`config.mk`:
```
export PLATFORM = sky130hd
export DESIGN_NAME = irq_capture_reg
export DESIGN_NICKNAME = d
export VERILOG_FILES = /design/src/rtl/irq_capture_pkg.sv /design/src/rtl/irq_sync_chain.sv /design/src/rtl/irq_capture_cell.sv /design/src/rtl/irq_capture_reg.sv
export SDC_FILE = /design/constraint.sdc
export NUM_CORES = 1
export LEC_CHECK = 0
export ABC_AREA = 1
export BUFFER_PORTS_ARGS = -buffer_cell sky130_fd_sc_hd__buf_4
export CAP_MARGIN = 20
export CORE_AREA = 2 2 39 41
export DETAILED_ROUTE_END_ITERATION = 7
export DIE_AREA = 0 0 41 43
export GPL_TIMING_DRIVEN = 1
export SYNTH_ARGS = -nofsm -noshare
export SYNTH_HDL_FRONTEND = slang
export SYNTH_HIERARCHICAL = 1
export SYNTH_SLANG_ARGS = --single-unit
```
`constraint.sdc`:
```
create_clock -name clk_i -period 1.6 [get_ports clk_i]
set_input_delay 0.16 -clock clk_i [delete_from_list [all_inputs] [get_ports clk_i]]
set_output_delay 0.16 -clock clk_i [all_outputs]
set_load 0.02 [all_outputs]
```
`src/rtl/irq_capture_pkg.sv`:
```
package irq_capture_pkg;

   typedef enum logic {
      CAP_MODE_CATCH = 1'b0,
      CAP_MODE_LEVEL = 1'b1
   } cap_mode_e;

   localparam int unsigned MIN_SYNC_STAGES = 2;

endpackage

```
`src/rtl/irq_sync_chain.sv`:
```
module irq_sync_chain #(
   parameter int unsigned WIDTH  = 4,
   parameter int unsigned STAGES = 2
) (
   input  logic             clk_i,
   input  logic             rst_i,
   input  logic [WIDTH-1:0] async_i,
   output logic [WIDTH-1:0] sync_o
);
   import irq_capture_pkg::*;

   localparam int unsigned LAST = STAGES - 1;

   if (STAGES < MIN_SYNC_STAGES) begin : g_bad_stages
      $error("irq_sync_chain: STAGES must be at least %0d", MIN_SYNC_STAGES);
   end
   if (WIDTH < 1) begin : g_bad_width
      $error("irq_sync_chain: WIDTH must be at least 1");
   end

   logic [WIDTH-1:0] stage_q [STAGES];

   always_ff @(posedge clk_i) begin
      if (rst_i) stage_q[0] <= '0;
      else       stage_q[0] <= async_i;
   end

   for (genvar s = 1; s < STAGES; s++) begin : g_stage
      always_ff @(posedge clk_i) begin
         if (rst_i) stage_q[s] <= '0;
         else       stage_q[s] <= stage_q[s-1];
      end
   end

   assign sync_o = stage_q[LAST];

endmodule

```
`src/rtl/irq_capture_cell.sv`:
```
module irq_capture_cell
   import irq_capture_pkg::*;
(
   input  logic      clk_i,
   input  logic      rst_i,
   input  cap_mode_e mode_i,
   input  logic      req_sync_i,
   input  logic      clr_i,
   output logic      bit_o
);

   logic bit_q;
   logic catch_next;
   logic bit_next;

   always_comb begin
      catch_next = req_sync_i | (bit_q & ~clr_i);
      if (mode_i == CAP_MODE_LEVEL) bit_next = req_sync_i;
      else                          bit_next = catch_next;
   end

   always_ff @(posedge clk_i) begin
      if (rst_i) bit_q <= 1'b0;
      else       bit_q <= bit_next;
   end

   assign bit_o = bit_q;

   assert_reset_clears_R1: assert property (@(posedge clk_i)
      rst_i |=> (bit_o == 1'b0));

   assert_sticky_hold_R3: assert property (@(posedge clk_i) disable iff (rst_i)
      (mode_i == CAP_MODE_CATCH && bit_o && !clr_i) |=> bit_o);

   assert_clear_releases_R4: assert property (@(posedge clk_i) disable iff (rst_i)
      (mode_i == CAP_MODE_CATCH && clr_i && !req_sync_i) |=> !bit_o);

   assert_set_beats_clear_R5: assert property (@(posedge clk_i) disable iff (rst_i)
      (mode_i == CAP_MODE_CATCH && req_sync_i) |=> bit_o);

   assert_level_follows_R6: assert property (@(posedge clk_i) disable iff (rst_i)
      (mode_i == CAP_MODE_LEVEL) |=> (bit_o == $past(req_sync_i)));

endmodule

```
`src/rtl/irq_capture_reg.sv`:
```
module irq_capture_reg
   import irq_capture_pkg::*;
#(
   parameter int unsigned LINES       = 4,
   parameter int unsigned SYNC_STAGES = 2
) (
   input  logic             clk_i,
   input  logic             rst_i,
   input  logic             mode_i,
   input  logic [LINES-1:0] req_i,
   input  logic [LINES-1:0] ack_clr_i,
   output logic [LINES-1:0] req_o,
   output logic             any_o
);

   if (LINES < 1) begin : g_bad_lines
      $error("irq_capture_reg: LINES must be at least 1");
   end

   cap_mode_e        mode;
   logic [LINES-1:0] req_sync;

   assign mode = cap_mode_e'(mode_i);

   irq_sync_chain #(
      .WIDTH  (LINES),
      .STAGES (SYNC_STAGES)
   ) u_sync (
      .clk_i   (clk_i),
      .rst_i   (rst_i),
      .async_i (req_i),
      .sync_o  (req_sync)
   );

   for (genvar k = 0; k < LINES; k++) begin : g_line
      irq_capture_cell u_cell (
         .clk_i      (clk_i),
         .rst_i      (rst_i),
         .mode_i     (mode),
         .req_sync_i (req_sync[k]),
         .clr_i      (ack_clr_i[k]),
         .bit_o      (req_o[k])
      );
   end

   assign any_o = |req_o;

   assert_any_nonzero_R7: assert property (@(posedge clk_i) disable iff (rst_i)
      (any_o == 1'b0) |-> ($countones(req_o) == 0));

   assert_other_lines_kept_R8: assert property (@(posedge clk_i) disable iff (rst_i)
      (mode == CAP_MODE_CATCH && $countones(ack_clr_i) == 0) |=> ((req_o & $past(req_o)) == $past(req_o)));

endmodule

```
# Word-level counts from Yosys, hierarchy flattened
# Memory sizes are Yosys's and may differ from the RTL's.
# Index checks and enable logic that the tools add are counted.
[totals]
word_cells = 29
in_bits = 11
memories = 1
out_inout_bits = 5
ram_bits = 8
reg_bits = 4
[mem_list]
columns = ["name", "depth", "width", "rd", "rd_clocked_by_memory_dff", "write_ports", "line_no", "rtl"]
rows = [
  ["u_sync.stage_q", 2, 4, 2, 0, 2, "irq_sync_chain.sv:21", "logic [WIDTH-1:0] stage_q [STAGES];"],
]
[op_classes]
bitwise = 14
n_reduce_logical = 1
mux = 9
[ops]
columns = ["cell", "count"]
rows = [
  ["two-way mux 4 bit", 2],
  ["two-way mux 1 bit", 7],
  ["OR 1 bit", 6],
  ["bitwise AND 1 bit", 4],
  ["inverter 1 bit", 4],
  ["OR reduction 4 bit", 1],
]

# Longest topological paths before layout
[logic_depth]
ltp_word = 4
depth_mapped = 3
depth_no_buf = 3

# Cells and area by module
# The synthesis kept the hierarchy.
[by_module_without_submodules]
columns = ["module", "n_inst", "area_each_um2", "cells_each", "seq_area_each_um2"]
rows = [
  ["irq_sync_chain", 1, 231.5, 25, 160.2],
  ["irq_capture_cell", 4, 50.0, 6, 20.0],
  ["irq_capture_reg", 1, 11.3, 3, 0.0],
]

# Least setup slack after synthesis
# No wires, ideal clock.
[synth_timing]
kind = "reg2out"
start = "register g_line[3].u_cell.bit_q"
end = "output port any_o"
n_path_buf = 0
required_time_ns = 1.440
stages_incl_launch_ff = 3
arrival_ns = 0.692
slack_ns = 0.748
path_cell_list = "dfxtp_1 nor2_1 nand2_1"
[synth_between]
elab_chain_cells = 1
[synth_lines]
columns = ["item", "line_no", "rtl"]
rows = [
  ["from (decl)", "irq_capture_cell.sv:12", "logic bit_q;"],
  ["from (signal assigned)", "irq_capture_cell.sv:24", "else bit_q <= bit_next;"],
  ["OR reduction 4 bit", "irq_capture_reg.sv:46", "assign any_o = |req_o;"],
  ["to (decl)", "irq_capture_reg.sv:13", "output logic any_o"],
]
# No other way between the ends.

# Final worst setup path
[layout_timing]
start = "register g_line[1].u_cell.bit_q"
end = "output port any_o"
[layout_between]
elab_chain_cells = 1
[layout_lines]
columns = ["item", "line_no"]
rows = [
  ["from (decl)", "irq_capture_cell.sv:12"],
  ["from (signal assigned)", "irq_capture_cell.sv:24"],
  ["OR reduction 4 bit", "irq_capture_reg.sv:46"],
]
# No other way between the ends.

==> results.ini <==
[power]
p_per_area_nw_per_um2 = 1010
power.leakage_nw = 0.307
ir_worst_vdd_mv = 0.471

[die]
coreArea_um2 = 1380
io_pins = 16
rows = 14
die_h_um = 43
die-area_um2 = 1760
start_util_pct = 32.0
die_w_um = 41

[synthesis]
synth_fa_ha_area_share_pct = 0
synth_top_area_share_pct = 54.2
synth.cell_area_um2 = 443
postSynthCellCount = 52
syn_area_per_cell_um2 = 8.52
synth_top_area_cell = dfxtp_1
syn_nets = 63
synthXorXnorAreaFrac_pct = 0
yosysWarnings = 6
ys_seq_area_share_pct = 54.2
muxShareOfSynthArea_pct = 0
synth_compound_area_share_pct = 7.91
synth-simple-area-share_pct = 18.4
synth_top_family_by_area = buffers and inverters
yosys-top-cells-area = dfxtp_1, inv_1, nand3_2
ys_types = 7
synth_seq_cells = 12

[setup_path]
cp_top_family = flip-flops
arrival_ps = 900
crit_fanout = 3
cpMaxStageDelayCell = dfxtp_1
end_kind = output port
path_buf_inv = 1
start_kind = flip-flop
required_ps = 1440
crit_type = reg2out
max_stage_delay_ps = 330
path_cells = nor2_1, nand2_1, buf_4

[timing]
max_freq_ghz = 0.944
whs_ps = 89.1
finalSetupViolations = 0
tightest_slew_ps = 143
maxSlewHeadroom_pct = 90.4
skew_ps = 0.425
layout_min_cycle_time_ps = 1060
finalWorstSetupSlack_ps = 541
rsz0062_at_grt = false
hold_violations = 0
post-route-period-util_pct = 66.2
finalMaxSlewViolations = 0
setup-tns-final_ps = 0

[finish]
syn2layout_area_growth_pct = 35.6
finalInstanceArea_um2 = 601
final_cells = 86
antennaDiodeCount = 0
finalNetCount = 82
drive_gt1_share_pct = 38.6
final.fill_count = 146

[routing]
first_iter_violations = 0
vias = 331
drt_pass1_iterations = 1
drc_errors = 0
avgRoutedWirePerCell_um = 6.59
wl_um = 567
antenna_left = 0
vias_per_cell = 3.85

[placed_design]
gp_congestion = 0.560
hpwl_um = 432
dp_cells = 82
pre_cts_ws_ps = 825
placed_area_um2 = 564
place.port_buffers = 15

[cts]
cts_setup_buffers = 0
cts_resized = 0
clk_pin_slew_ps = 70
cts_root_buf = clkbuf_4
htree_levels = 1
clock-sinks = 12
clockBufferDepth = 2
cts_tree = built
hold_buffers = 0
numCtsBuffers = 3
clkLatencyLatePin_ps = 260

[run]
drv_cap = 0

[global_route]
grt_max_degree = 13
overflow = 0
gr-usage-all-layers_pct = 8.38
grt_pass1_vias = 241
antenna_found_initial = 0
grt_pass1_wl_um = 890

[hold_path]
hp-class = in2reg

[run_status]
status = finished clean

==> metrics by stage <==
stage          utilization, %  power, W
2_1_floorplan               -  0.000355
3_3_place_gp             40.8  0.000385
3_5_place_dp             40.8  0.000386
4_1_cts                  43.4  0.000621
5_1_grt                  43.4  0.000646
6_report                 43.4  0.000608
==> cell usage in the layout (no fill, tap or decap) <==
master,synthesis,routed
clkbuf_4,0,3
nor2_1,10,10
a21oi_2,4,4
nand3_2,4,4
clkbuf_8,0,1
dfxtp_1,12,12
nand2_1,1,1
inv_1,20,20
buf_4,0,15
==> worst min-delay path: stages <==
cell and delay, ps:
buf_4 70, inv_1 30, nor2_1 60
==> registers in the layout, indices dropped and copies added, names as in the netlist <==
name and cells:
g_line.u_cell/bit_o 4, u_sync/stage_q 8
==> final cells by class <==
| type | instances | area (um2) | area share, % |
|---|---|---|---|
| clock buffers | 4 | 36.3 | 6.04 |
| inverters | 20 | 75.1 | 12.5 |
| multi-input cells | 19 | 116 | 19.4 |
| flip-flops and latches | 12 | 240 | 40.0 |
| well taps | 16 | 20.0 | 3.33 |
| repair buffers | 15 | 113 | 18.8 |
==> final timing paths <==
kind	start	endpoint	slack, ps	depth (start not counted)
max	g_line[1].u_cell/bit_o$_SDFF_PP0_	any_o	540	3
min reg2reg	u_sync/stage_q[0][0]$_SDFF_PP0_	u_sync/stage_q[1][0]$_SDFF_PP0_	400	2
min	req_i[1]	u_sync/stage_q[0][1]$_SDFF_PP0_	90	3
max reg2reg	g_line[0].u_cell/bit_o$_SDFF_PP0_	g_line[0].u_cell/bit_o$_SDFF_PP0_	980	2
==> cells in the mapped netlist, drive strengths merged <==
cell / number
a21oi: 4
buf: 1
dfxtp: 12
inv: 20
nand2: 1
nand3: 4
nor2: 10
==> logic make-up (layout without fill, tap and decap cells) <==
kind of cell	Yosys count	after routing
buffers and inverters	21	39
and+or+nand+nor	15	15
DFF	12	12
AOI/OAI and AO/OA	4	4
==> where the power goes <==
group	switching (W)	internal [W]	total, W
combinational	0.0000297	0.0000318	0.0000614
clock	0.0000922	0.000138	0.000230
sequential	0.00000486	0.000311	0.000316
==> per-layer routing <==
layer | up-vias | share of wire [%] | track usage, %
met5 | - | 0 | 0
met3 | 2 | 14 | 3.66
met2 | 14 | 43 | 9.38
li1 | 180 | - | -
met1 | 135 | 41 | 9.18
met4 | 0 | 1.8 | 12.0
No activity file was read; power rests on OpenSTA's default activity.
